$ cat config.mk
export PLATFORM = sky130hd
export DESIGN_NAME = transition_recorder
export DESIGN_NICKNAME = d
export VERILOG_FILES = /design/src/rtl/tsr_pkg.sv /design/src/rtl/tsr_stamp_counter.sv /design/src/rtl/tsr_change_detect.sv /design/src/rtl/tsr_pair_store.sv /design/src/rtl/transition_recorder.sv
export SDC_FILE = /design/constraint.sdc
export NUM_CORES = 1
export LEC_CHECK = 0
export BUFFER_PORTS_ARGS = -buffer_cell sky130_fd_sc_hd__clkbuf_2
export CORE_MARGIN = 2
export CORE_UTILIZATION = 35
export DETAILED_ROUTE_END_ITERATION = 10
export MAX_ROUTING_LAYER = met4
export SYNTH_ARGS = -nofsm -noshare
export SYNTH_HDL_FRONTEND = slang
export SYNTH_SLANG_ARGS = --single-unit
$ cat constraint.sdc
create_clock -name clk -period 7 [get_ports clk]
set_input_delay 0.35 -clock clk [delete_from_list [all_inputs] [get_ports clk]]
set_output_delay 0.35 -clock clk [all_outputs]
set_load 0.02 [all_outputs]
$ cat src/rtl/tsr_pkg.sv
`timescale 1ns/1ps
// Package: shared types and helpers for the transition recorder.
// Assumes nothing beyond standard elaboration.
package tsr_pkg;

    // Capture control state.
    typedef enum logic [0:0] {
        ST_IDLE = 1'b0,
        ST_RUN  = 1'b1
    } run_state_e;

    // Larger of two integers, used to size memory words.
    function automatic int max_int(input int a, input int b);
        return (a > b) ? a : b;
    endfunction

endpackage

$ cat src/rtl/tsr_stamp_counter.sv
`timescale 1ns/1ps
// Module: tsr_stamp_counter
// Free-running time-stamp counter. It counts capture cycles and wraps
// modulo 2^TS_W. `clr` restarts it at 0. `at_top` flags the all-ones
// value, which is the last count before the wrap.
// Assumes clr and run are never both meant to advance the count.
module tsr_stamp_counter #(
    parameter int TS_W = 16
) (
    input  logic            clk,
    input  logic            rst_n,
    input  logic            clr,
    input  logic            run,
    output logic [TS_W-1:0] ts,
    output logic            at_top
);

    logic [TS_W-1:0] ts_q;

    // Count one per capture cycle; clear on arm or reset.
    always_ff @(posedge clk) begin
        if (!rst_n || clr) begin
            ts_q <= '0;
        end else if (run) begin
            ts_q <= ts_q + 1'b1;
        end
    end

    assign ts     = ts_q;
    assign at_top = &ts_q;

    AST_TS_ADVANCE: assert property (@(posedge clk) disable iff (!rst_n)
        (run && !clr) |=> (ts_q == TS_W'($past(ts_q) + 1'b1)));
    AST_TS_RESTART: assert property (@(posedge clk) disable iff (!rst_n)
        clr |=> (ts_q == '0));

endmodule

$ cat src/rtl/tsr_change_detect.sv
`timescale 1ns/1ps
// Module: tsr_change_detect
// Compares each capture sample with the last stored level. It requests
// a store on the first sample after clear, on any channel difference,
// or when the time-stamp counter is at its top value (forced marker).
// Assumes `run` is already gated by free space and by arm.
module tsr_change_detect #(
    parameter int CH_W = 8
) (
    input  logic            clk,
    input  logic            rst_n,
    input  logic            clr,
    input  logic            run,
    input  logic [CH_W-1:0] sample,
    input  logic            force_top,
    output logic            store,
    output logic            wrap
);

    logic [CH_W-1:0] last_q;
    logic            first_q;
    logic            differs;

    // Any channel differing from the held level counts as a change.
    always_comb begin
        differs = (sample != last_q);
    end

    assign store = run && (first_q || differs || force_top);
    assign wrap  = run && force_top;

    // Track whether the next capture sample is the first after arming.
    always_ff @(posedge clk) begin
        if (!rst_n) begin
            first_q <= 1'b0;
        end else if (clr) begin
            first_q <= 1'b1;
        end else if (run) begin
            first_q <= 1'b0;
        end
    end

    // Hold the most recently stored channel value.
    always_ff @(posedge clk) begin
        if (!rst_n) begin
            last_q <= '0;
        end else if (store) begin
            last_q <= sample;
        end
    end

    AST_FIRST_STORED: assert property (@(posedge clk) disable iff (!rst_n)
        (run && first_q) |-> store);
    AST_LEVEL_TRACKS: assert property (@(posedge clk) disable iff (!rst_n)
        store |=> (last_q == $past(sample)));

endmodule

$ cat src/rtl/tsr_pair_store.sv
`timescale 1ns/1ps
// Module: tsr_pair_store
// Word-addressed capture memory written two words per event: the time
// word {wrap, stamp} at 2k and the value word at 2k+1. It keeps the
// count of complete pairs and raises `full` when fewer than two words
// are free. A combinational read port returns pair `rd_idx`.
// Assumes wr_en is never raised while full (checked below).
module tsr_pair_store #(
    parameter int CH_W  = 8,
    parameter int TS_W  = 16,
    parameter int DEPTH = 64,
    localparam int PAIRS = DEPTH / 2,
    localparam int CNT_W = $clog2(PAIRS + 1),
    localparam int IDX_W = (PAIRS > 1) ? $clog2(PAIRS) : 1
) (
    input  logic             clk,
    input  logic             rst_n,
    input  logic             clr,
    input  logic             wr_en,
    input  logic [TS_W-1:0]  wr_time,
    input  logic             wr_wrap,
    input  logic [CH_W-1:0]  wr_value,
    input  logic [IDX_W-1:0] rd_idx,
    output logic [TS_W-1:0]  rd_time,
    output logic             rd_wrap,
    output logic [CH_W-1:0]  rd_value,
    output logic [CNT_W-1:0] pair_cnt,
    output logic             full
);

    localparam int MW = tsr_pkg::max_int(TS_W + 1, CH_W);
    localparam int AW = (DEPTH > 1) ? $clog2(DEPTH) : 1;

    logic [MW-1:0]    mem [DEPTH];
    logic [CNT_W-1:0] cnt_q;
    logic [AW-1:0]    wa_time, wa_value;
    logic [AW-1:0]    ra_time, ra_value;
    logic [MW-1:0]    time_word, value_word;
    logic             rd_ok;

    assign full = (int'(cnt_q) >= PAIRS);

    // Word addresses of the pair being written.
    always_comb begin
        wa_time    = AW'({cnt_q, 1'b0});
        wa_value   = AW'({cnt_q, 1'b1});
        time_word  = MW'({wr_wrap, wr_time});
        value_word = MW'(wr_value);
    end

    // One write slot per memory word; the pair lands in two words at once.
    for (genvar w = 0; w < DEPTH; w++) begin : g_word
        always_ff @(posedge clk) begin
            if (wr_en && (wa_time == AW'(w))) begin
                mem[w] <= time_word;
            end else if (wr_en && (wa_value == AW'(w))) begin
                mem[w] <= value_word;
            end
        end
    end

    // Count complete pairs; restart on arm.
    always_ff @(posedge clk) begin
        if (!rst_n || clr) begin
            cnt_q <= '0;
        end else if (wr_en && !full) begin
            cnt_q <= cnt_q + 1'b1;
        end
    end

    // Combinational readout of pair rd_idx.
    always_comb begin
        ra_time  = AW'({rd_idx, 1'b0});
        ra_value = AW'({rd_idx, 1'b1});
        rd_ok    = (int'(rd_idx) < PAIRS);
        rd_time  = rd_ok ? mem[ra_time][TS_W-1:0] : '0;
        rd_wrap  = rd_ok ? mem[ra_time][TS_W]     : 1'b0;
        rd_value = rd_ok ? mem[ra_value][CH_W-1:0] : '0;
    end

    assign pair_cnt = cnt_q;

    AST_NO_WRITE_FULL: assert property (@(posedge clk) disable iff (!rst_n)
        full |-> !wr_en);
    AST_CNT_STEP: assert property (@(posedge clk) disable iff (!rst_n)
        (wr_en && !clr) |=> (cnt_q == CNT_W'($past(cnt_q) + 1'b1)));
    AST_CNT_HOLD: assert property (@(posedge clk) disable iff (!rst_n)
        (!wr_en && !clr) |=> $stable(cnt_q));
    AST_CNT_BOUND: assert property (@(posedge clk) disable iff (!rst_n)
        int'(cnt_q) <= PAIRS);

endmodule

$ cat src/rtl/transition_recorder.sv
`timescale 1ns/1ps
// Module: transition_recorder (top)
// Timing-mode storage compressor. Once armed, it samples chan_in every
// clock and stores a (time stamp, value) pair only on a change, on the
// first sample, or at a time-stamp wrap. It stops when memory is full.
// Assumes arm is a pulse synchronous to clk; arm beats capture in the
// same cycle.
module transition_recorder
    import tsr_pkg::*;
#(
    parameter int CH_W  = 8,
    parameter int TS_W  = 16,
    parameter int DEPTH = 64,
    localparam int PAIRS = DEPTH / 2,
    localparam int CNT_W = $clog2(PAIRS + 1),
    localparam int IDX_W = (PAIRS > 1) ? $clog2(PAIRS) : 1
) (
    input  logic             clk,
    input  logic             rst_n,
    input  logic             arm,
    input  logic [CH_W-1:0]  chan_in,
    output logic             busy,
    output logic             full,
    output logic [CNT_W-1:0] pair_cnt,
    input  logic [IDX_W-1:0] rd_idx,
    output logic [TS_W-1:0]  rd_time,
    output logic             rd_wrap,
    output logic [CH_W-1:0]  rd_value
);

    run_state_e      st_q;
    logic            run;
    logic [TS_W-1:0] ts;
    logic            at_top;
    logic            wr_en;
    logic            wr_wrap;

    // Capture control: arm starts, a full memory ends the run.
    always_ff @(posedge clk) begin
        if (!rst_n) begin
            st_q <= ST_IDLE;
        end else if (arm) begin
            st_q <= ST_RUN;
        end else if ((st_q == ST_RUN) && full) begin
            st_q <= ST_IDLE;
        end
    end

    assign busy = (st_q == ST_RUN) && !full;
    assign run  = busy && !arm;

    tsr_stamp_counter #(.TS_W(TS_W)) u_stamp (
        .clk    (clk),
        .rst_n  (rst_n),
        .clr    (arm),
        .run    (run),
        .ts     (ts),
        .at_top (at_top)
    );

    tsr_change_detect #(.CH_W(CH_W)) u_detect (
        .clk       (clk),
        .rst_n     (rst_n),
        .clr       (arm),
        .run       (run),
        .sample    (chan_in),
        .force_top (at_top),
        .store     (wr_en),
        .wrap      (wr_wrap)
    );

    tsr_pair_store #(.CH_W(CH_W), .TS_W(TS_W), .DEPTH(DEPTH)) u_store (
        .clk      (clk),
        .rst_n    (rst_n),
        .clr      (arm),
        .wr_en    (wr_en),
        .wr_time  (ts),
        .wr_wrap  (wr_wrap),
        .wr_value (chan_in),
        .rd_idx   (rd_idx),
        .rd_time  (rd_time),
        .rd_wrap  (rd_wrap),
        .rd_value (rd_value),
        .pair_cnt (pair_cnt),
        .full     (full)
    );

    AST_ARM_STARTS: assert property (@(posedge clk) disable iff (!rst_n)
        arm |=> (pair_cnt == '0));
    AST_IDLE_QUIET: assert property (@(posedge clk) disable iff (!rst_n)
        !busy |-> !wr_en);
    AST_WRAP_AT_TOP: assert property (@(posedge clk) disable iff (!rst_n)
        (wr_en && wr_wrap) |-> (ts == '1));

endmodule

==> Word-level counts from Yosys, hierarchy flattened <==
Memories as Yosys holds them, arrays and structs flattened.
Cells that the tools add are included.
Widths: inputs -> output; s select.
{ "totals": {"register_bits": 32, "latchBits": 0, "ram_bits": 1088, "mem_bits_ro": 0, "in_bits": 16, "out_inout_bits": 33, "wordCells": 416, "mem_count": 1} }
{ "mem_list": {"columns": ["name", "words", "width", "rd", "rd_clocked_by_memory_dff", "write_ports", "line", "text"], "rows": [
  ["u_store.mem", 64, 17, 2, 0, 2, "tsr_pair_store.sv:34", "logic [MW-1:0] mem [DEPTH];"]
]} }
{ "classes": {"addsub": 2, "multipliers": 0, "n_div": 0, "magnitude_cmp": 1, "eq_ne": 32, "n_shift": 0, "muxes": 260, "bitwise": 1, "n_reduce_logical": 114} }
{ "op_table": {"columns": ["cell", "n"], "rows": [
  ["$mux 17", 63],
  ["$reduce_or 17->1", 62],
  ["$mux 6", 62],
  ["$mux 1", 135],
  ["$eq 5x5->1 const B", 16],
  ["$eq 5x4->1 const B", 8],
  ["$logic_and 1x1->1", 40],
  ["$eq 5x3->1 const B", 4],
  ["$add 16x1->16 const B", 1],
  ["$reduce_and 16->1", 1],
  ["$logic_not 6->1", 2],
  ["$eq 5x2->1 const B", 2],
  ["$ne 8x8->1", 1],
  ["$add 6x1->6 const B", 1],
  ["$ge 6x6->1 const B", 1],
  ["$eq 5x1->1 const B", 1],
  ["$logic_not 5->1", 1],
  ["$reduce_bool 2->1", 2],
  ["$logic_not 1->1", 3],
  ["$logic_or 1x1->1", 3],
  ["$or 1x1->1", 1]
]} }

==> Depth between registers and ports, before layout <==
Gate-level depths: netlist of run 1.
{ "logic_depth": {"word_depth": 41, "depth_mapped": 8, "mapped_depth_nobuf": 5} }

==> Cells and area by module <==
From an unflattened synthesis of run 1, not the netlist that was laid out.
{ "hier_totals": {"hier_cells": 1942, "hier_area_um2": 32994.1} }
{ "modules_own_cells": {"columns": ["module", "n_inst", "cells_per_inst", "area_each_um2", "seq_area_each_um2"], "rows": [
  ["tsr_pair_store", 1, 1792, 31636.6, 24143.2],
  ["tsr_stamp_counter", 1, 90, 802.0, 320.3],
  ["tsr_change_detect", 1, 56, 500.5, 180.2],
  ["transition_recorder", 1, 4, 55.1, 20.0]
]} }

==> Least setup slack after synthesis of run 1 <==
No wires, ideal clock.
{ "synth_timing": {"path_type": "register to register", "start": "register u_stamp.ts_q[0] (netlist: u_stamp.ts[0])", "end": "memory u_store.mem[5][0] (netlist bit), enable pin", "setup_ps": 479, "t_arrival_ps": 4545, "required_ps": 6521, "setup_slack_ps": 1976, "stages_incl_launch_ff": 8, "path_buffers": 2, "synth_period_minus_slack_ps": 5024, "cell_sequence": "dfxtp_1 -> ha_1 -> and4_1 -> buf_4 -> and4_1 -> buf_4 -> a21oi_4 -> nor4b_1"} }
{ "synth_rtl": {"columns": ["element", "line", "text"], "rows": [
  ["from (decl)", "tsr_stamp_counter.sv:18", "logic [TS_W-1:0] ts_q;"],
  ["from (signal assigned)", "tsr_stamp_counter.sv:25", "ts_q <= ts_q + 1'b1;"],
  ["to (decl)", "tsr_pair_store.sv:34", null]
]} }

==> results.txt, run 1 <==
Worst-Margin Slew - 1.29 ns
pwr dens - 275 mW/mm^2
Max Clock Freq - 0.218 GHz
final hold vios - 0
Avg Inst Size Synth - 23.6 um^2
Critical Path End Type - register
Hold Path End - u_detect.first_q
#FFs+latches synth - 832
TritonCTS clock tree - built
hold path depth - 2
Core Area - 0.0915 mm^2
crit path from - u_stamp.ts[3]
R2R Setup Slk - 2.42 ns
Post CTS Setup Buffer Count - 0
Worst Hold Margin - 0.211 ns
H-tree Lvls - 3
Setup WS pre-CTS - 2.47 ns
main flop type after synthesis - edfxtp_1
DRT iter0 DRCs - 1688
Routed Antenna Nets - 0
Slowest-stage cell, CP - dfxtp_1
antenna violations before repair - 2
Clock Latency Late Sink - 0.63 ns
number of global-route vias before repair - 15.1k
min Tclk post-route - 4.58 ns
Yosys warning count - 0
Post-synth EDFFs - 800
most frequent cells in the layout - 800 x edfxtp_1, 250 x mux4_2, 87 x clkbuf_16, 44 x clkbuf_2, 42 x buf_4
fin area - 0.0370 mm^2
die area - 0.0946 mm^2
worst-path fanout max - 36
Total Routing Usage GR - 0.166
async set-reset flop share out of synthesis - 0
Setup CP Type - register to register
RSZ-0062 raised after global routing - false
most common cell after layout, fill and taps aside - edfxtp_1
Reg2Reg Capture Point - u_store.mem[29][7]
Leakage - 11.5 nW
PortBufs - 48
Max Cap Viol - 0
Synth area leader - edfxtp_1
delay of the slowest cell on the worst path - 1.09 ns
row cnt - 111
routed vias - 14.7k
largest net degree at the start of global routing - 128
Synthesized Nets - 1388
reg-to-reg startpoint - u_stamp.ts[3]
Clock Path Buffers - 3
Buf/Inv on CP - 2
final setup TNS - 0 ns
crit-path cells - and3_1 > and4_1 > and4_1 > a21oi_4 > buf_4 > nor3_2 > buf_4
Die Y - 308 um
clock sink total - 832
delay-heaviest family, CP - simple AND/OR/NAND/NOR gates
cts repair resizes - 0
residual DRC count - 0
GRT overflow - 0
R2R depth - 7
CP required - 7.26 ns
element type at the critical path start - register
Final Max Slew Viols - 0
CTS root buffer - clkbuf_16
NumNets Final - 1488
worst setup margin - 2.42 ns
CTS buffer count - 85
status - finished, final reports clean
proportion of netlist area held by the largest area contributor - 0.745
Ports - 49
die width - 308 um
DRT Pass-1 Iters - 7
fin util - 0.404
crit path DAT - 4.84 ns
global-route wire length before repair - 108000 um
headroom to the max-slew limit - 0.139
library cells used by synthesis - 37
number of setup violations in the final report - 0
Routability Congestion - 0.762
clk_skew - 0.0298 ns
Area Overhead vs Synth - 14.6%
fraction of layout cells with a size suffix above 1 - 0.342
Worst IR Drop VDD - 158 uV
Reg clk slew, reported paths - 0.06 ns
synthesized area - 0.0322 mm^2
fin crit share - 0.654
Vias per Instance - 5.39
hold wc startpoint - rst_n
sequential-to-total area share from yosys stat - 0.765
placed cell area - 0.0343 mm^2
HP Class - input pin to register
Mapped Cells - 1365
Initial Util - 0.352
synth top area cells - edfxtp_1 74%, mux4_2 17%, dfxtp_1 2.0%
placed wire-length estimate - 40300 um
wire per inst - 27.6 um
drt total wl - 75200 um
==> per-stage QoR <==
step	instances	total power [W]
2_1_floorplan	1365	0.00577
3_3_place_gp	2563	0.00591
3_5_place_dp	2563	0.00591
4_1_cts	2721	0.0103
5_1_grt	2722	0.0105
6_report	2723	0.0102
==> metal layers <==
| layer | GRT usage | share of wire | vias up |
|---|---|---|---|
| li1 | - | - | 6033 |
| met1 | 0.226 | 0.43 | 8013 |
| met2 | 0.254 | 0.48 | 518 |
| met3 | 0.0352 | 0.069 | 107 |
| met4 | 0.0455 | 0.024 | 0 |
| met5 | - | 0 | - |
==> cell usage after synthesis, types with 2 or more instances <==
cell and count:
nor2_1 22, buf_1 4, buf_2 21, mux4_2 250
o311ai_0 2, nor2b_1 5, nand2b_1 2, buf_6 3
nand2_1 37, nand3_1 8, mux2i_1 11, edfxtp_1 800
ha_1 7, nand4_1 4, nor3b_1 2, o21a_1 2
nor3_1 8, nor4_2 7, inv_1 3, clkbuf_1 49
xor2_1 11, nor4b_2 15, mux2_2 26, xnor2_1 12
and4_1 6, and3_1 4, and2_1 2, dfxtp_1 32
buf_4 2
==> cell families after synthesis <==
family          share of synthesized area
flops                               0.765
mux                                 0.187
simple gates                       0.0257
buf+inv                            0.0113
xor+xnor                          0.00625
compound gates                    0.00217
fa+ha+maj                         0.00272
==> repair_timing <==
action / CTS / global route
hold endpoints to repair: 1 / 0
endpoints found under the setup margin: 0 / 0
hold buffers: 1 / 0
==> state kept, by name, indices dropped and copies added (netlist names) <==
| signal | count |
|---|---|
| st_q | 1 |
| u_detect.first_q | 1 |
| u_detect.last_q | 8 |
| u_stamp.ts | 16 |
| u_store.mem | 800 |
| u_store.pair_cnt | 6 |
==> final cells by class <==
cell class              instances  area [um^2]
well taps                    1186         1480
fillers                      7849        54600
flip-flops and latches        832        24700
inverters                       3         11.3
diodes                          2         5.00
multi-input cells             451         7470
clock inverters                46          393
clock buffers                 111         2290
repair buffers                 92          634
==> worst max-delay path by stage <==
stage	depth (start not counted)	slack, ns	end
floorplan	7	1.98	u_store.mem[5][0]
global placement	7	2.61	u_store.mem[29][14]
detailed placement	7	2.47	u_store.mem[28][14]
CTS	7	2.43	u_store.mem[29][7]
global route	7	2.09	u_store.mem[22][1]
finish	7	2.42	u_store.mem[29][7]
==> where the power goes <==
part	internal (W)	switching (W)	total (W)
Combinational	0.000156	0.000224	0.000380
Clock	0.00253	0.00184	0.00437
Sequential	0.00541	0.00000671	0.00542
Total	0.00810	0.00207	0.0102
No activity file was read; power rests on OpenSTA's default activity.
==> inputs of run 2 (changes only) <==
Clock period 7 ns to 3.8 ns, I/O delays scaled along.
==> run 2 against run 1 <==
Sequential cell count is the same. Power rose by 88%. Clock skew shrank 0.015 ns. Clock power up 93%. Critical endpoint is now u_store.mem[23][11]. Highest routed layer unchanged.
==> results.txt, run 2 (synthesis results as in run 1) <==
worst setup margin - 0.455 ns (-1.97 ns)
Worst path depth - 7 (unchanged)
R2R Setup Slk - 0.45 ns (-1.97 ns)
Largest Register - u_store.mem
overall power - 0.0191 W (+88%)
hold wc startpoint - rst_n
row cnt - 111 (unchanged)
Clock Path Buffers - 3 (unchanged)
largest net degree at the start of global routing - 53 (-59%)
number of global-route vias before repair - 15.4k (+2.2%)
TritonCTS clock tree - built
Post CTS Setup Buffer Count - 0 (unchanged)
Reg clk slew, reported paths - 0.06 ns (about the same)
Setup WS pre-CTS - 0.431 ns (-2.04 ns)
CTS buffer count - 86 (+1.2%)
antenna violations before repair - 2 (unchanged)
final hold vios - 0 (unchanged)
most frequent CP cell - and4_1
Core Area - 0.0915 mm^2 (unchanged)
crit-path cells - nor3b_4 > and4_1 > and4_1 > a21oi_4 > buf_12 > nor4b_4 > buf_4
crit path DAT - 3.65 ns (-1.19 ns)
Routed Antenna Nets - 0 (unchanged)
fin crit share - 0.880 (+0.226)
Total Routing Usage GR - 0.171 (+0.00479)
hold-fix buffers at CTS - 1 (unchanged)
fin util - 0.411 (+0.00737)
drt total wl - 77500 um (+3.0%)
H-tree Lvls - 3 (unchanged)
GRT overflow - 0 (unchanged)
fraction of layout cells with a size suffix above 1 - 0.370 (+0.0276)
placed cells - 2617 (+2.1%)
delay-heaviest family, CP - simple AND/OR/NAND/NOR gates
number of setup violations in the final report - 0 (unchanged)
max reg flops - 800 (unchanged)
Buf/Inv on CP - 2 (unchanged)
residual DRC count - 0 (unchanged)
NumNets Final - 1543 (+3.7%)
critical path endpoint - u_store.mem[23][11]
Ports - 49 (unchanged)
PortBufs - 48 (unchanged)
Area Overhead vs Synth - 16.7%
hold path depth - 2 (unchanged)
headroom to the max-slew limit - 0.148 (+0.00928)
most common cell after layout, fill and taps aside - edfxtp_1
CP required - 4.11 ns (-3.15 ns)
most frequent cells in the layout - 800 x edfxtp_1, 250 x mux4_2, 90 x buf_4, 86 x clkbuf_16, 44 x clkbuf_2
die area - 0.0946 mm^2 (unchanged)
Slowest-stage cell, CP - nor4b_4
die width - 308 um (unchanged)
crit path from - u_store.pair_cnt[5]
HP Class - input pin to register
worst-path fanout max - 14 (-61%)
element type at the critical path start - register
pwr dens - 508 mW/mm^2 (+85%)
global-route wire length before repair - 112000 um (+3.4%)
delay of the slowest cell on the worst path - 1.07 ns (-0.02 ns)
Setup CP Type - register to register
Routability Congestion - 0.771 (+1.3%)
R2R depth - 7 (unchanged)
DRT iter0 DRCs - 1642 (-2.7%)
Die Y - 308 um (unchanged)
min Tclk post-route - 3.35 ns (-1.23 ns)
DRT Pass-1 Iters - 5 (-2)
placed wire-length estimate - 45200 um (+12%)
Leakage - 11.9 nW (+3.3%)
Reg2Reg Capture Point - u_store.mem[23][11]
clock sink total - 832 (unchanged)
Post-Layout Cell Count - 2778 (+2.0%)
Fillers - 7778 (-0.90%)
status - finished, final reports clean
fin area - 0.0376 mm^2 (+1.8%)
clk_skew - 0.0152 ns (-0.0146 ns)
Initial Util - 0.352 (unchanged)
wire per inst - 27.9 um (+0.94%)
Worst IR Drop VDD - 394 uV (+150%)
reg-to-reg startpoint - u_store.pair_cnt[5]
routed vias - 15.1k (+2.9%)
cts repair resizes - 0 (unchanged)
Max Clock Freq - 0.299 GHz (+37%)
CTS root buffer - clkbuf_16
Worst-Margin Slew - 1.27 ns (-0.0175 ns)
Vias per Instance - 5.44 (+0.88%)
placed cell area - 0.0348 mm^2 (+1.5%)
Clock Latency Late Sink - 0.64 ns (about the same)
RSZ-0062 raised after global routing - false
Final Max Slew Viols - 0 (unchanged)
Critical Path End Type - register
Max Cap Viol - 0 (unchanged)
## run 2: final cells by class
type	instances	area [um^2]	area share
Multi-Input combinational cell	451	7500	0.199
Inverter	3	11.3	0.000299
Timing Repair Buffer	146	1110	0.0296
Tap cell	1186	1480	0.0394
Antenna cell	1	2.50	0.0000665
Clock buffer	98	2200	0.0584
Clock inverter	61	656	0.0174
Sequential cell	832	24700	0.656
## run 2: where the power goes
part	leakage [nW]	total (W)	internal, W	switching [W]
sequential	7.72	0.00998	0.00997	0.00000753
combinational	2.78	0.000730	0.000310	0.000420
clock	1.39	0.00842	0.00494	0.00348
## run 2: worst min-delay path by stage
stage,end,slack (ns)
6_report,st_q,0.05
5_1_grt,u_detect.first_q,0.06
4_1_cts,st_q,0.03
3_5_place_dp,u_detect.last_q[7],0.47
3_3_place_gp,u_detect.last_q[4],0.46
2_1_floorplan,u_store.mem[0][17],0.29
## run 2: stage by stage
step,setup TNS [ns],hold WS (ns)
after detailed placement,0,0.472
after global placement,0,0.458
final,0,0.0494
after global routing,0,0.0638
after floorplan,-71.37,0.289
after CTS,0,0.0263
## run 2: routing by layer
layer	up-vias	track usage	part of all wire
li1	6158	-	-
met1	8295	0.248	0.45
met2	543	0.251	0.47
met3	103	0.0296	0.061
met4	0	0.0424	0.021
met5	-	-	0
==> inputs of run 3 (changes only) <==
Settings changed: CTS_BUF_LIST set to sky130_fd_sc_hd__clkbuf_2.
==> run 3 against run 2 <==
Routed wire length up 1.5%. Clock skew rose by 0.093 ns. Final cell count grew 7.8%. Power fell by 16%. Worst setup slack got worse by 0.20 ns. Critical path type unchanged. Largest power group unchanged.
==> results.txt, run 3 (synthesis results as in run 1) <==
status - finished, final reports clean
drt total wl - 78600 um (+1.5%)
Reg clk slew, reported paths - 0.11 ns (+0.05 ns)
antenna violations before repair - 2 (unchanged)
die width - 308 um (unchanged)
Area Overhead vs Synth - 14.0%
number of setup violations in the final report - 0 (unchanged)
CP required - 4.84 ns (+0.73 ns)
most frequent cells in the layout - 800 x edfxtp_1, 323 x clkbuf_2, 250 x mux4_2, 90 x buf_4, 43 x clkinv_1
worst-path fanout max - 14 (unchanged)
R2R Setup Slk - 0.25 ns (-0.20 ns)
CTS buffer count - 201 (+130%)
TritonCTS clock tree - built
routed vias - 15.8k (+4.5%)
element type at the critical path start - register
headroom to the max-slew limit - 0.142 (-0.00684)
most common cell after layout, fill and taps aside - edfxtp_1
residual DRC count - 0 (unchanged)
Final Max Slew Viols - 0 (unchanged)
Worst IR Drop VDD - 189 uV (-52%)
fin crit share - 0.934 (+0.0534)
Clock Path Buffers - 3 (unchanged)
Die Y - 308 um (unchanged)
largest net degree at the start of global routing - 53 (unchanged)
NumNets Final - 1688 (+9.4%)
crit path DAT - 4.59 ns (+0.94 ns)
Initial Util - 0.352 (unchanged)
worst setup margin - 0.252 ns (-0.203 ns)
pwr dens - 439 mW/mm^2 (-14%)
Worst-Margin Slew - 1.28 ns (+0.0102 ns)
number of global-route vias before repair - 16.4k (+6.4%)
Setup CP Type - register to register
Core Area - 0.0915 mm^2 (unchanged)
DRT Pass-1 Iters - 5 (unchanged)
DRT iter0 DRCs - 1476 (-10%)
Worst Hold Margin - 0.135 ns (+0.0860 ns)
combinational share of power - 0.046 (+0.008)
max reg flops - 800 (unchanged)
placed wire-length estimate - 45200 um (unchanged)
final hold vios - 0 (unchanged)
HP Class - input pin to register
overall power - 0.0161 W (-16%)
Clock Latency Late Sink - 1.40 ns (+0.76 ns)
Max Clock Freq - 0.282 GHz (-5.7%)
Total Routing Usage GR - 0.174 (+0.00321)
PortBufs - 48 (unchanged)
Vias per Instance - 5.27 (-3.1%)
Routed Antenna Nets - 0 (unchanged)
wire per inst - 26.3 um (-5.8%)
NetSw - 0.00383 W (-2.1%)
Ports - 49 (unchanged)
Critical Path End Type - register
clock sink total - 832 (unchanged)
clock network power share - 0.337 (-0.103)
switching share of power - 0.237 (+0.0328)
GRT overflow - 0 (unchanged)
row cnt - 111 (unchanged)
internal power - 0.0123 W (-19%)
Largest Register - u_store.mem
global-route wire length before repair - 114000 um (+1.8%)
die area - 0.0946 mm^2 (unchanged)
sequential power share - 0.617 (+0.095)
Setup WS pre-CTS - 0.431 ns (unchanged)
Routability Congestion - 0.771 (unchanged)
min Tclk post-route - 3.55 ns (+0.203 ns)
CTS root buffer - clkbuf_2
fraction of layout cells with a size suffix above 1 - 0.418 (+0.0481)
H-tree Lvls - 4 (+1)
Leakage - 11.9 nW (+0.13%)
Max Cap Viol - 0 (unchanged)
clk_skew - 0.109 ns (+0.0933 ns)
RSZ-0062 raised after global routing - false
==> run 3: cell count changes in the layout (fill, tap and decap cells not counted), sizes merged <==
cell	change
clkinv	+6
diode	+9
clkbuf	+181
buf	+1
dlygate4sd3	+29
bufinv	-10
==> run 3: timing repair <==
action | CTS | global route
hold endpoints to repair | 623 | 0
hold buffers | 30 | 0
buffers inserted | 0 | 0
gates resized for setup | 0 | 0
==> run 3: area by class of cell <==
| class | instances | area, um^2 |
|---|---|---|
| Antenna cell | 10 | 25.0 |
| Clock buffer | 279 | 1400 |
| Clock inverter | 57 | 268 |
| Fill cell | 8040 | 54800 |
| Inverter | 3 | 11.3 |
| Multi-Input combinational cell | 451 | 7490 |
| Sequential cell | 832 | 24700 |
| Tap cell | 1186 | 1480 |
| Timing Repair Buffer | 176 | 1420 |
==> run 3: power groups by stage <==
stage	sequential (W)	combinational, W	clock [W]
floorplan	0.0102	0.000461	0
detailed placement	0.0102	0.000746	0
finish	0.00996	0.000750	0.00544
CTS	0.00996	0.000771	0.00563
global placement	0.0102	0.000740	0
global route	0.00996	0.000801	0.00608
==> run 3: worst max-delay path: stages (launching register included) <==
cell and delay [ns]:
dfxtp_1 0.33, xnor2_1 0.17, nand3_1 0.10, dlygate4sd3_1 0.53, or4_1 0.26, a21oi_4 0.11
buf_12 0.17, nor4b_4 1.08, buf_4 0.43
==> run 3: metrics by stage <==
step | utilization | cells | cell area, um^2 | setup TNS, ns
6_report | 0.402 | 2994 | 36800 | 0
5_1_grt | 0.402 | 2994 | 36800 | 0
4_1_cts | 0.401 | 2983 | 36700 | 0
3_5_place_dp | 0.380 | 2617 | 34800 | 0
3_3_place_gp | 0.380 | 2617 | 34800 | 0
2_1_floorplan | - | 1365 | 32500 | -71.37
==> run 3: final timing paths <==
kind	startpoint	to	depth (start not counted)
worst min register to register	u_detect.last_q[6]	u_detect.last_q[6]	2
worst min-delay path	chan_in[2]	u_store.pair_cnt[3]	6
worst max-delay path	u_detect.last_q[3]	u_store.mem[23][13]	8
worst max register to register	u_detect.last_q[3]	u_store.mem[23][13]	8
==> run 3: layer usage <==
layer	vias to the layer above	part of all wire	GRT usage
met3	93	0.068	0.0344
met4	0	0.014	0.0501
met5	-	0	-
li1	6539	-	-
met1	8552	0.45	0.245
met2	592	0.47	0.258
